===== config.mk =====
export PLATFORM = sky130hd
export DESIGN_NAME = lcdscan_timing
export DESIGN_NICKNAME = d
export VERILOG_FILES = /design/src/rtl/lcdscan_pkg.sv /design/src/rtl/lcdscan_tick.sv /design/src/rtl/lcdscan_seq.sv /design/src/rtl/lcdscan_map.sv /design/src/rtl/lcdscan_timing.sv
export SDC_FILE = /design/constraint.sdc
export NUM_CORES = 1
export LEC_CHECK = 0
export BUFFER_PORTS_ARGS = -buffer_cell sky130_fd_sc_hd__buf_2
export CAP_MARGIN = 20
export CELL_PAD_IN_SITES_DETAIL_PLACEMENT = 1
export CELL_PAD_IN_SITES_GLOBAL_PLACEMENT = 1
export CORE_ASPECT_RATIO = 0.9
export CORE_MARGIN = 3
export CORE_UTILIZATION = 40
export CTS_BUF_LIST = sky130_fd_sc_hd__clkbuf_16
export CTS_CLUSTER_SIZE = 24
export DETAILED_ROUTE_END_ITERATION = 12
export PLACE_DENSITY = 0.81
export SYNTH_ARGS = -nofsm -noshare
export SYNTH_HDL_FRONTEND = slang
export SYNTH_HIERARCHICAL = 1
export SYNTH_SLANG_ARGS = --single-unit

===== constraint.sdc =====
create_clock -name clk -period 2.94 [get_ports clk]
set_clock_uncertainty 0.2 [all_clocks]
set_input_delay 0.441 -clock clk [delete_from_list [all_inputs] [get_ports clk]]
set_output_delay 0.441 -clock clk [all_outputs]
set_load 0.01 [all_outputs]

===== src/rtl/lcdscan_pkg.sv =====
package lcdscan_pkg;
    // segment drive level codes
    localparam logic [1:0] SEG_VDD = 2'd0;
    localparam logic [1:0] SEG_V2  = 2'd1;
    localparam logic [1:0] SEG_V3  = 2'd2;
    localparam logic [1:0] SEG_V5  = 2'd3;
    // common drive level codes
    localparam logic [1:0] COM_VDD = 2'd0;
    localparam logic [1:0] COM_V1  = 2'd1;
    localparam logic [1:0] COM_V4  = 2'd2;
    localparam logic [1:0] COM_V5  = 2'd3;
endpackage


===== src/rtl/lcdscan_tick.sv =====
module lcdscan_tick #(
    parameter int CL_DIV = 8
) (
    input  logic clk,
    input  logic rst_n,
    input  logic use_osc,
    input  logic cl_i,
    output logic tick,
    output logic cl_gen
);
    localparam int DIV_W = (CL_DIV > 2) ? $clog2(CL_DIV) : 1;
    localparam logic [DIV_W-1:0] DIV_LAST = DIV_W'(CL_DIV - 1);
    localparam logic [DIV_W-1:0] DIV_HALF = DIV_W'(CL_DIV / 2);

    typedef struct packed {
        logic [DIV_W-1:0] div;
        logic             cl_prev;
    } tick_st_t;

    tick_st_t s_d, s_q;

    always_comb begin
        s_d         = s_q;
        s_d.cl_prev = cl_i;
        if (!use_osc) begin
            s_d.div = '0;
        end else if (s_q.div == DIV_LAST) begin
            s_d.div = '0;
        end else begin
            s_d.div = s_q.div + 1'b1;
        end
    end

    always_ff @(posedge clk or negedge rst_n) begin
        if (!rst_n) begin
            s_q <= '0;
        end else begin
            s_q <= s_d;
        end
    end

    assign tick   = use_osc ? (s_q.div == DIV_LAST) : (cl_i & ~s_q.cl_prev);
    assign cl_gen = use_osc & (s_q.div < DIV_HALF);
endmodule


===== src/rtl/lcdscan_seq.sv =====
module lcdscan_seq #(
    parameter int ROWS = 64,
    parameter int NW   = 6
) (
    input  logic                          clk,
    input  logic                          rst_n,
    input  logic                          tick,
    input  logic                          master,
    input  logic                          sync_i,
    input  logic [$clog2(ROWS)-1:0]       cfg_start,
    input  logic [NW-1:0]                 cfg_nval,
    input  logic                          cfg_nen,
    input  logic                          cfg_rev,
    output logic [$clog2(ROWS+1)-1:0]     row,
    output logic                          fr,
    output logic                          sync_gen,
    output logic [$clog2(ROWS)-1:0]       start_sh,
    output logic                          rev_sh
);
    localparam int LW      = $clog2(ROWS);
    localparam int RW      = $clog2(ROWS + 1);
    localparam int SYNC_HI = (ROWS + 2) / 2;
    localparam logic [RW-1:0] ROW_IND = RW'(ROWS);

    typedef struct packed {
        logic [RW-1:0] row;
        logic          fr;
        logic [NW-1:0] cnt;
        logic          sync_prev;
        logic [LW-1:0] start;
        logic [NW-1:0] nval;
        logic          nen;
        logic          rev;
    } seq_st_t;

    seq_st_t s_d, s_q;
    logic    wrap;
    logic    realign;

    assign wrap    = (s_q.row == ROW_IND);
    assign realign = ~master & sync_i & ~s_q.sync_prev;

    always_comb begin
        s_d = s_q;
        if (tick) begin
            s_d.sync_prev = sync_i;
            if (realign) begin
                s_d.row = RW'(1);
            end else if (wrap) begin
                s_d.row   = '0;
                s_d.fr    = ~s_q.fr;
                s_d.cnt   = '0;
                s_d.start = cfg_start;
                s_d.nval  = cfg_nval;
                s_d.nen   = cfg_nen;
                s_d.rev   = cfg_rev;
            end else begin
                s_d.row = s_q.row + 1'b1;
                if (s_q.nen) begin
                    if (s_q.cnt == s_q.nval) begin
                        s_d.fr  = ~s_q.fr;
                        s_d.cnt = '0;
                    end else begin
                        s_d.cnt = s_q.cnt + 1'b1;
                    end
                end
            end
        end
    end

    always_ff @(posedge clk or negedge rst_n) begin
        if (!rst_n) begin
            s_q <= '0;
        end else begin
            s_q <= s_d;
        end
    end

    assign row      = s_q.row;
    assign fr       = s_q.fr;
    assign sync_gen = (s_q.row < RW'(SYNC_HI));
    assign start_sh = s_q.start;
    assign rev_sh   = s_q.rev;
endmodule


===== src/rtl/lcdscan_map.sv =====
module lcdscan_map #(
    parameter int ROWS = 64
) (
    input  logic [$clog2(ROWS+1)-1:0] row,
    input  logic [$clog2(ROWS)-1:0]   start_sh,
    input  logic                      rev_sh,
    input  logic                      fr,
    input  logic                      pix,
    input  logic                      disp_rev,
    input  logic                      psave,
    output logic                      ind,
    output logic [$clog2(ROWS)-1:0]   ram_line,
    output logic [$clog2(ROWS)-1:0]   com_idx,
    output logic [1:0]                seg_lvl,
    output logic [1:0]                com_act,
    output logic [1:0]                com_idle
);
    import lcdscan_pkg::*;

    localparam int LW = $clog2(ROWS);
    localparam int RW = $clog2(ROWS + 1);

    logic [LW:0]   sum;
    logic [LW:0]   wrapped;
    logic [LW-1:0] low;
    logic          eff;

    assign ind = (row == RW'(ROWS));
    assign low = row[LW-1:0];

    always_comb begin
        sum     = {1'b0, start_sh} + {1'b0, low};
        wrapped = (sum >= (LW+1)'(ROWS)) ? (sum - (LW+1)'(ROWS)) : sum;
    end

    assign ram_line = ind ? '0 : wrapped[LW-1:0];
    assign com_idx  = ind ? '0 : (rev_sh ? (LW'(ROWS - 1) - low) : low);

    assign eff = pix ^ disp_rev;

    always_comb begin
        if (psave) begin
            seg_lvl  = SEG_VDD;
            com_act  = COM_VDD;
            com_idle = COM_VDD;
        end else begin
            case ({eff, fr})
                2'b11:   seg_lvl = SEG_VDD;
                2'b10:   seg_lvl = SEG_V5;
                2'b01:   seg_lvl = SEG_V2;
                default: seg_lvl = SEG_V3;
            endcase
            com_act  = fr ? COM_V5 : COM_VDD;
            com_idle = fr ? COM_V1 : COM_V4;
        end
    end
endmodule


===== src/rtl/lcdscan_timing.sv =====
module lcdscan_timing #(
    parameter int ROWS   = 64,
    parameter int NW     = 6,
    parameter int CL_DIV = 8
) (
    input  logic                      clk,
    input  logic                      rst_n,
    input  logic                      master_i,
    input  logic                      int_osc_i,
    input  logic                      cl_i,
    input  logic                      fr_i,
    input  logic                      sync_i,
    input  logic                      dof_i,
    input  logic [$clog2(ROWS)-1:0]   cfg_start_i,
    input  logic [NW-1:0]             cfg_nval_i,
    input  logic                      cfg_nen_i,
    input  logic                      cfg_com_rev_i,
    input  logic                      cfg_disp_rev_i,
    input  logic                      cfg_psave_i,
    input  logic                      cfg_disp_on_i,
    input  logic                      pix_i,
    output logic                      cl_o,
    output logic                      cl_oe_o,
    output logic                      fr_o,
    output logic                      fr_oe_o,
    output logic                      sync_o,
    output logic                      sync_oe_o,
    output logic                      dof_o,
    output logic                      dof_oe_o,
    output logic [$clog2(ROWS+1)-1:0] row_o,
    output logic                      ind_row_o,
    output logic [$clog2(ROWS)-1:0]   ram_line_o,
    output logic [$clog2(ROWS)-1:0]   com_idx_o,
    output logic [1:0]                seg_lvl_o,
    output logic [1:0]                com_act_lvl_o,
    output logic [1:0]                com_idle_lvl_o
);
    localparam int LW = $clog2(ROWS);
    localparam int RW = $clog2(ROWS + 1);

    logic          use_osc;
    logic          line_tick;
    logic          cl_gen;
    logic          fr_int;
    logic          sync_gen;
    logic          fr_eff;
    logic [RW-1:0] row;
    logic [LW-1:0] start_sh;
    logic          rev_sh;

    assign use_osc = master_i & int_osc_i;

    lcdscan_tick #(.CL_DIV(CL_DIV)) u_tick (
        .clk     (clk),
        .rst_n   (rst_n),
        .use_osc (use_osc),
        .cl_i    (cl_i),
        .tick    (line_tick),
        .cl_gen  (cl_gen)
    );

    lcdscan_seq #(.ROWS(ROWS), .NW(NW)) u_seq (
        .clk       (clk),
        .rst_n     (rst_n),
        .tick      (line_tick),
        .master    (master_i),
        .sync_i    (sync_i),
        .cfg_start (cfg_start_i),
        .cfg_nval  (cfg_nval_i),
        .cfg_nen   (cfg_nen_i),
        .cfg_rev   (cfg_com_rev_i),
        .row       (row),
        .fr        (fr_int),
        .sync_gen  (sync_gen),
        .start_sh  (start_sh),
        .rev_sh    (rev_sh)
    );

    assign fr_eff = master_i ? fr_int : fr_i;

    lcdscan_map #(.ROWS(ROWS)) u_map (
        .row      (row),
        .start_sh (start_sh),
        .rev_sh   (rev_sh),
        .fr       (fr_eff),
        .pix      (pix_i),
        .disp_rev (cfg_disp_rev_i),
        .psave    (cfg_psave_i),
        .ind      (ind_row_o),
        .ram_line (ram_line_o),
        .com_idx  (com_idx_o),
        .seg_lvl  (seg_lvl_o),
        .com_act  (com_act_lvl_o),
        .com_idle (com_idle_lvl_o)
    );

    assign row_o     = row;
    assign cl_oe_o   = use_osc;
    assign cl_o      = use_osc ? cl_gen : cl_i;
    assign fr_oe_o   = master_i;
    assign fr_o      = fr_eff;
    assign sync_oe_o = master_i;
    assign sync_o    = master_i ? sync_gen : sync_i;
    assign dof_oe_o  = master_i;
    assign dof_o     = master_i ? cfg_disp_on_i : dof_i;
endmodule


# Word-level counts from Yosys, hierarchy flattened
# Index checks and enable logic that the tools add are counted.
[word_totals]
register_bits = 33
[classes]
muxes = 22
reduce_logical = 5
n_eq_ne = 6
n_bitwise = 11
n_addsub = 6
order_cmp = 3
[op_table]
columns = ["op", "n"]
rows = [
  ["two-way mux 6 bit", 5],
  ["two-way mux 14 bit", 1],
  ["two-way mux 7 bit", 2],
  ["two-way mux 2 bit", 5],
  ["adder 6 x 6 -> 7 bit", 1],
  ["adder 7 x 1 -> 7 bit (second input constant)", 1],
  ["== test 7 bit (second input constant)", 1],
  [">= comparator 7 bit (second input constant)", 1],
  ["< comparator 7 x 6 -> 1 bit (second input constant)", 1],
  ["adder 6 x 1 -> 6 bit (second input constant)", 1],
  ["== test 6 bit", 1],
  ["two-way mux 1 bit", 6],
  ["two-way mux 3 bit", 2],
  ["case mux 2 bit (3 select lines)", 1],
  ["AND reduction 3 bit", 2],
  ["subtractor 6 x 1 -> 6 bit (second input constant)", 1],
  ["subtractor 6 bit (first input constant)", 1],
  ["bitwise AND 1 bit", 5],
  ["NOT 1 bit", 5],
  ["== test 2 bit (second input constant)", 2],
  ["AND reduction 4 bit", 1],
  ["nonzero test 2 bit", 2],
  ["adder 3 x 1 -> 3 bit (second input constant)", 1],
  ["== test 3 bit (second input constant)", 1],
  ["3 further kinds", 3],
]

# Depth between registers and ports, before layout
# Gate-level depths: netlist of the first run.
[logic_depth]
ltp_word = 5
mapped_depth = 10
depth_no_buf = 8

# Hierarchy
# Netlist of the first run, hierarchy kept.
[modules_own_cells]
columns = ["module", "cells_per_inst", "n_inst", "area_per_inst_um2"]
rows = [
  ["lcdscan_seq", 150, 1, 1630.3],
  ["lcdscan_map", 49, 1, 385.4],
  ["lcdscan_tick", 13, 1, 186.4],
  ["lcdscan_timing", 8, 1, 80.1],
]

# Worst setup path before layout of the first run
# OpenSTA, ideal clock, no wires.
[synth_path]
kind = "reg-to-output"
start = "register u_seq.s_q, in the netlist u_seq/row[0]"
end = "output ram_line_o[4]"
arrival_ns = 1.720
path_buffers = 1
stages_incl_launch_ff = 8
setup_slack_ns = 0.579
cell_sequence = "dfrtp_1 > buf_4 > ha_1 > fa_1 > a21o_1 > a21oi_1 > xor2_1 > nor2_1"
[synth_via]
elab_chain_cells = 4
word_cells_on_any_way = 6
cone_classes = "add/sub (2); order compare (1); eq/ne (1); mux (2)"
[synth_rtl]
columns = ["element", "line", "source"]
rows = [
  ["start: declaration", "lcdscan_seq.sv:36", "seq_st_t s_d, s_q;"],
  ["start signal: assignment", "lcdscan_seq.sv:73", "s_q <= '0;"],
  ["start signal: assignment", "lcdscan_seq.sv:75", "s_q <= s_d;"],
  ["adder 6 x 6 -> 7 bit", "lcdscan_map.sv:32", "sum = {1'b0, start_sh} + {1'b0, low};"],
  ["subtractor 6 x 1 -> 6 bit / >= comparator 7 bit (equally long branches)", "lcdscan_map.sv:33", "wrapped = (sum >= (LW+1)'(ROWS)) ? (sum - (LW+1)'(ROWS)) : sum;"],
  ["two-way mux 6 bit", "lcdscan_map.sv:33", ""],
  ["two-way mux 6 bit *", "lcdscan_map.sv:36", "assign ram_line = ind ? '0 : wrapped[LW-1:0];"],
  ["end: declaration", "lcdscan_timing.sv:32", "output logic [$clog2(ROWS)-1:0] ram_line_o,"],
]
# Mark *: on every way between the ends. The rest lies on a longest branch, timed or not.

# Final worst setup path of the first run
[layout_path]
start = "register u_seq.s_q, in the netlist u_seq/row[4]"
end = "output sync_o"
[layout_via]
elab_chain_cells = 2
[layout_rtl]
columns = ["element", "line", "source"]
rows = [
  ["< comparator 7 x 6 -> 1 bit", "lcdscan_seq.sv:81", "assign sync_gen = (s_q.row < RW'(SYNC_HI));"],
  ["via sync_gen", "lcdscan_timing.sv:45", "logic sync_gen;"],
  ["two-way mux 1 bit", "lcdscan_timing.sv:103", "assign sync_o = master_i ? sync_gen : sync_i;"],
  ["end: declaration", "lcdscan_timing.sv:26", "output logic sync_o,"],
]
# The timed path passes the listed nets, and every way through them passes these cells.

==> flow_metrics.py, run 1 <==
metrics = {
    "floorplanning": {
        "coreArea_um2": 5380,
        "dieArea_um2": 6650,
        "rows": 25,
        "die_y_um": 77.7,
        "initial_core_util": 0.424,
        "io_pins": 60,
        "die_x_um": 85.6,
    },
    "synth": {
        "synth_area_leaders": "dfrtp_1 (36%), mux2_2 (8.9%), buf_4 (6.6%), ha_1 (5.5%), xor2_1 (3.8%)",
        "ys_ff_latch": 33,
        "synth_top_area_cell": "dfrtp_1",
        "ys_warn_count": 6,
        "syn_avg_cell_area_um2": 10.4,
        "synth_cell_types": 51,
        "postSynthCellCount": 220,
        "syn-num-nets": 257,
        "syn-cell-area_um2": 2280,
        "yosysSeqAreaShare": 0.362,
        "synth_top_area_frac": 0.362,
    },
    "placed_design": {
        "gp_congestion": 0.800,
        "dpl.cell_count": 326,
        "post_dp_cell_area_um2": 2500,
        "post-place-ws_ns": 0.405,
        "dp_hpwl_mm": 4.10,
        "numPortBuffers": 59,
    },
    "worst_setup_path": {
        "path_cells": "or3_4 > or3_2 > a21oi_1 > mux2_2 > buf_2",
        "arrival_ns": 2.10,
        "critical_path.max_stage_delay_ns": 0.49,
        "worst-path-buf-inv": 1,
        "worst_setup_path_start_kind": "flip-flop",
        "worstPathRequired_ns": 2.30,
        "crit_slowest_cell": "dfrtp_1",
        "regToRegEndpoint": "u_seq/s_q[19]",
        "end_kind": "primary output",
        "crit_start": "u_seq/row[4]",
        "r2r_slack_ns": 0.41,
        "worstReg2RegStart": "u_seq/row[1]",
        "cp_max_fo": 9,
        "path_delay_family": "simple AND/OR/NAND/NOR gates",
        "reg2reg_depth": 7,
        "crit_type": "reg2out",
    },
    "finish": {
        "fin_util": 0.490,
        "stdcell_count": 333,
        "drive_gt1_frac": 0.410,
        "diodes": 0,
        "area_delta_synth_final_pct": 15.5,
        "layout.nets": 303,
        "final_area_um2": 2640,
    },
    "grt": {
        "grt_max_degree": 34,
        "grt_pass1_wl_mm": 9.07,
        "antenna_found_initial": 0,
        "first_global_vias": 1849,
        "globalRouteOverflowTotal": 0,
        "grt_usage": 0.174,
    },
    "drt": {
        "drc": 0,
        "firstDrtPassIters": 4,
        "via_count": 1768,
        "route.met3.wl_um": 296,
        "ant_nets": 0,
        "avgViaCountPerCell": 5.31,
        "drt-initial-drc-count": 88,
        "wl_met1_mm": 2.24,
        "top_layer": "met4",
        "drt_wl_total_mm": 5.37,
        "wl_met2_mm": 2.72,
        "wl_per_cell_um": 16.1,
    },
    "clock_tree": {
        "cts_buffers": 5,
        "cts_sinks": 33,
        "clkLatencyLatePin_ns": 0.28,
        "post_cts_resized": 0,
        "cts_setup_buffers": 0,
        "root_buffer": "clkbuf_16",
        "cts_tree": "yes",
        "cts_buffer_depth": 2,
        "hold_buffers": 0,
        "htreeDepth": 2,
        "clkTransAtPathRegs_ns": 0.05,
    },
    "timing": {
        "setup-tns-final_ns": 0,
        "slew-limit-headroom": 0.508,
        "finalSetupViolCount": 0,
        "slew_viol_final": 0,
        "grt_setup_unrepaired": "no",
        "timing.final.ws_setup_ns": 0.197,
        "holdWs_ns": 0.0248,
        "finalCriticalPeriod_ns": 2.74,
        "tightest_slew_ns": 0.737,
        "hold_violations": 0,
        "fmax_mhz": 365,
        "min_period_over_period": 0.933,
    },
    "power": {
        "ir_drop_uv": 240,
        "power.total_mw": 1.30,
        "power_leakage_nw": 1.38,
        "power_density_nw_per_um2": 494,
    },
    "job": {
        "maxCapViolations": 0,
    },
    "hold_path": {
        "min_path_type": "in2async",
    },
    "run_status": {
        "outcome": "finished clean",
    },
}
[area by class of cell]
class	count	area, µm²
clock inverters	2	7.51
well taps	67	83.8
flip-flops and latches	33	826
inverters	3	11.3
clock buffers	5	125
multi-input cells	157	1230
repair buffers	66	348
fillers	629	2750
[synthesized netlist by cell type, drive strengths merged]
library cell / n
a211o: 1
a21o: 5
a21oi: 9
a311o: 2
and2: 4
and2b: 2
and3: 7
and3b: 1
buf: 24
clkbuf: 2
dfrtp: 33
dlygate4sd1: 1
fa: 1
ha: 10
inv: 3
mux2: 19
nand2: 10
nand2b: 3
nand3: 9
nand3b: 2
nand4: 2
nor2: 16
nor2b: 2
nor3: 4
nor3b: 5
nor4: 1
o211ai: 1
o21ai: 9
o31a: 1
o31ai: 5
o41ai: 1
or3: 3
or4: 2
or4b: 1
xnor2: 9
xor2: 10
[power by group]
| group | internal [mW] | switching [mW] |
|---|---|---|
| Combinational | 0.146 | 0.172 |
| Sequential | 0.476 | 0.0326 |
| Clock | 0.302 | 0.174 |
[cells in the final DEF, fill, tap and decap left out, types with 2 or more instances in the layout]
cell        n
xor2_1     10
nor3_1      3
nor2b_1     2
nand2b_1    2
a311o_1     2
ha_1       10
o31ai_1     5
buf_4       7
mux2_2     18
dfrtp_1    33
inv_1       4
and2b_2     2
nor3b_1     4
a21oi_1     9
and2_1      2
clkbuf_16   5
buf_2      59
nand4_1     2
nand3b_1    2
o21ai_0     8
and3_1      5
and3_2      2
nor2_1     16
nand3_1     9
nand2_1     8
a21o_1      4
xnor2_1     9
[state kept, by name, indices dropped and copies added (netlist names)]
signal,flops
u_tick/s_q,4
u_seq/rev_sh,1
u_seq/fr,1
u_seq/s_q,14
u_seq/row,7
u_seq/start_sh,6
[layer usage]
layer | vias up | GRT usage
met4 | 0 | 0.0728
met1 | 865 | 0.209
li1 | 846 | -
met5 | - | 0
met3 | 8 | 0.0467
met2 | 49 | 0.293
[worst max-delay path by stage]
stage	depth (start not counted)	to	slack, ns
after floorplan	7	ram_line_o[4]	0.58
after global placement	4	ram_line_o[0]	0.50
after detailed placement	7	u_seq/s_q[19]	0.41
after CTS	5	com_idx_o[1]	0.18
final	5	sync_o	0.20
after global routing	5	sync_o	0.08
[kinds of logic after synthesis]
logic type / Yosys count / share of synthesized area
adders and majority gates: 11 / 0.0636
buffers and inverters: 30 / 0.0976
and+or+nand+nor: 74 / 0.210
xor gates and xnor gates: 19 / 0.0729
muxes: 19 / 0.0954
AOI/OAI and AO/OA: 34 / 0.0987
DFF: 33 / 0.362
(Power assumes the default switching activity.)
==> run 2, diff against run 1 <==
--- a/config.mk
+++ b/config.mk
@@ -8,14 +8,16 @@
 export BUFFER_PORTS_ARGS = -buffer_cell sky130_fd_sc_hd__buf_2
 export CAP_MARGIN = 20
 export CELL_PAD_IN_SITES_DETAIL_PLACEMENT = 1
-export CELL_PAD_IN_SITES_GLOBAL_PLACEMENT = 1
+export CELL_PAD_IN_SITES_GLOBAL_PLACEMENT = 2
 export CORE_ASPECT_RATIO = 0.9
 export CORE_MARGIN = 3
-export CORE_UTILIZATION = 40
+export CORE_UTILIZATION = 33
 export CTS_BUF_LIST = sky130_fd_sc_hd__clkbuf_16
 export CTS_CLUSTER_SIZE = 24
 export DETAILED_ROUTE_END_ITERATION = 12
-export PLACE_DENSITY = 0.81
+export PLACE_DENSITY = 0.82
+export SETUP_SLACK_MARGIN = 0.15
+export SLEW_MARGIN = 15
 export SYNTH_ARGS = -nofsm -noshare
 export SYNTH_HDL_FRONTEND = slang
 export SYNTH_HIERARCHICAL = 1
==> run 2 against run 1 <==
Fmax increased by 1.1%; non-clock buffer count is 1 higher; sequential share of layout area shrank 0.36 points; routed wire length shrank 1.8%; largest cell class unchanged; global-route usage decreased by 3.5 points; register-to-register slack gained 0.08 ns; die area rose by 20%.
==> flow_metrics.py, run 2 (synthesized netlist as in run 1, its figures left out) <==
metrics = {
    "floorplanning": {
        "die_y_um": 84.9,
        "io_pins": 60,
        "dieArea_um2": 7950,
        "coreArea_um2": 6660,
        "die_x_um": 93.7,
        "initial_core_util": 0.343,
        "rows": 28,
    },
    "drt": {
        "ant_nets": 0,
        "firstDrtPassIters": 4,
        "avgViaCountPerCell": 4.93,
        "wl_per_cell_um": 14.8,
        "via_count": 1759,
        "drt_wl_total_mm": 5.27,
        "drt-initial-drc-count": 68,
        "drc": 0,
    },
    "worst_setup_path": {
        "worstReg2RegStart": "u_seq/row[1]",
        "crit_type": "reg2out",
        "crit_start": "u_seq/row[0]",
        "path_cells": "ha_1 > fa_1 > a21o_1 > a21oi_1 > xor2_1 > nor2_1 > buf_2",
        "crit_cells": 7,
        "worst_setup_path_start_kind": "flip-flop",
        "worstPathRequired_ns": 2.30,
        "endpoint": "ram_line_o[4]",
        "cp_max_fo": 5,
        "critical_path.max_stage_delay_ns": 0.45,
        "arrival_ns": 2.07,
        "r2r_slack_ns": 0.49,
        "reg2reg_depth": 7,
        "path_delay_family": "adder cells",
        "end_kind": "primary output",
        "crit_slowest_cell": "dfrtp_2",
        "regToRegEndpoint": "u_seq/s_q[19]",
        "worst-path-buf-inv": 1,
    },
    "placed_design": {
        "numPortBuffers": 59,
        "post-place-ws_ns": 0.414,
        "post_dp_cell_area_um2": 2540,
        "dp_hpwl_mm": 3.95,
        "gp_congestion": 0.710,
    },
    "finish": {
        "final_area_um2": 2670,
        "drive_gt1_frac": 0.419,
        "top_register": "u_seq/s_q",
        "diodes": 0,
        "final_common_cell": "buf_2",
        "layout_common_cells": "buf_2 (59), dfrtp_1 (31), mux2_2 (18), nor2_1 (16)",
        "area_delta_synth_final_pct": 17.2,
        "num-fill-cells": 813,
        "layout.nets": 304,
        "largest_reg_flops": 14,
    },
    "clock_tree": {
        "cts_sinks": 33,
        "cts_setup_buffers": 0,
        "htreeDepth": 2,
        "clkTransAtPathRegs_ns": 0.05,
        "cts_tree": "yes",
        "cts_buffers": 5,
        "post_cts_resized": 0,
        "root_buffer": "clkbuf_16",
        "cts_buffer_depth": 2,
        "clkLatencyLatePin_ns": 0.27,
        "hold_buffers": 0,
    },
    "timing": {
        "setup-tns-final_ns": 0,
        "finalCriticalPeriod_ns": 2.71,
        "min_period_over_period": 0.923,
        "grt_setup_unrepaired": "yes",
        "tightest_slew_ns": 0.758,
        "timing.final.ws_setup_ns": 0.228,
        "holdWs_ns": 0.0390,
        "finalSetupViolCount": 0,
        "hold_violations": 0,
        "fmax_mhz": 369,
        "slew_viol_final": 0,
        "slew-limit-headroom": 0.495,
    },
    "power": {
        "combPwrFrac": 0.238,
        "ir_drop_uv": 241,
        "swShare": 0.291,
        "power_leakage_nw": 1.38,
        "power_frac_clock": 0.367,
        "net-switching-power_mw": 0.381,
        "seq_power_share": 0.395,
        "power_density_nw_per_um2": 489,
        "internal-power_mw": 0.926,
    },
    "job": {
        "maxCapViolations": 0,
    },
    "grt": {
        "first_global_vias": 1766,
        "grt_pass1_wl_mm": 8.76,
        "grtUsageMet2": 0.234,
        "grtUsageMet3": 0.0301,
        "grt_max_degree": 34,
        "globalRouteOverflowTotal": 0,
        "grt_use_met1": 0.180,
        "antenna_found_initial": 0,
        "grt_usage": 0.139,
        "top_usage_layer": "met2",
    },
    "hold_path": {
        "min_path_type": "in2async",
    },
    "run_status": {
        "outcome": "finished clean",
    },
}
## run 2: cell count changes in the layout (fill, tap and decap cells not counted)
cell     delta
dfrtp_1     -2
dfrtp_2     +2
buf_4       +1
## run 2: worst min-delay path by stage
stage | to | cells past startpoint
5_1_grt | u_seq/s_q[1] | 1
6_report | u_seq/row[6] | 1
3_5_place_dp | u_tick/s_q[1] | 1
2_1_floorplan | u_seq/fr | 0
4_1_cts | u_seq/s_q[1] | 1
3_3_place_gp | u_tick/s_q[1] | 1
## run 2: layout make-up
type | instances | area (µm²) | area share
Multi-Input combinational cell | 157 | 1230 | 0.461
Sequential cell | 33 | 828 | 0.310
Timing Repair Buffer | 67 | 355 | 0.133
Clock buffer | 5 | 125 | 0.0468
Tap cell | 90 | 113 | 0.0421
Inverter | 3 | 11.3 | 0.00421
Clock inverter | 2 | 7.51 | 0.00281
## run 2: metal layers
metal  wire length [µm]  part of all wire  vias up
met4                 38            0.0072        0
met3                242             0.046        4
met5                  0                 0        -
met1               2370              0.45      861
met2               2620              0.50       39
li1                   -                 -      855
## run 2: power groups by stage
stage | clock, mW | sequential (mW) | combinational, mW
floorplan | 0 | 0.502 | 0.217
global placement | 0 | 0.521 | 0.304
detailed placement | 0 | 0.523 | 0.311
CTS | 0.497 | 0.516 | 0.314
global route | 0.514 | 0.521 | 0.345
finish | 0.480 | 0.516 | 0.310
## run 2: through the flow
stage / std cells / power [mW] / utilization
after floorplan: 220 / 0.719 / -
after global placement: 350 / 0.825 / 0.381
after detailed placement: 350 / 0.835 / 0.381
after CTS: 357 / 1.33 / 0.401
after global routing: 357 / 1.38 / 0.402
final: 357 / 1.31 / 0.402
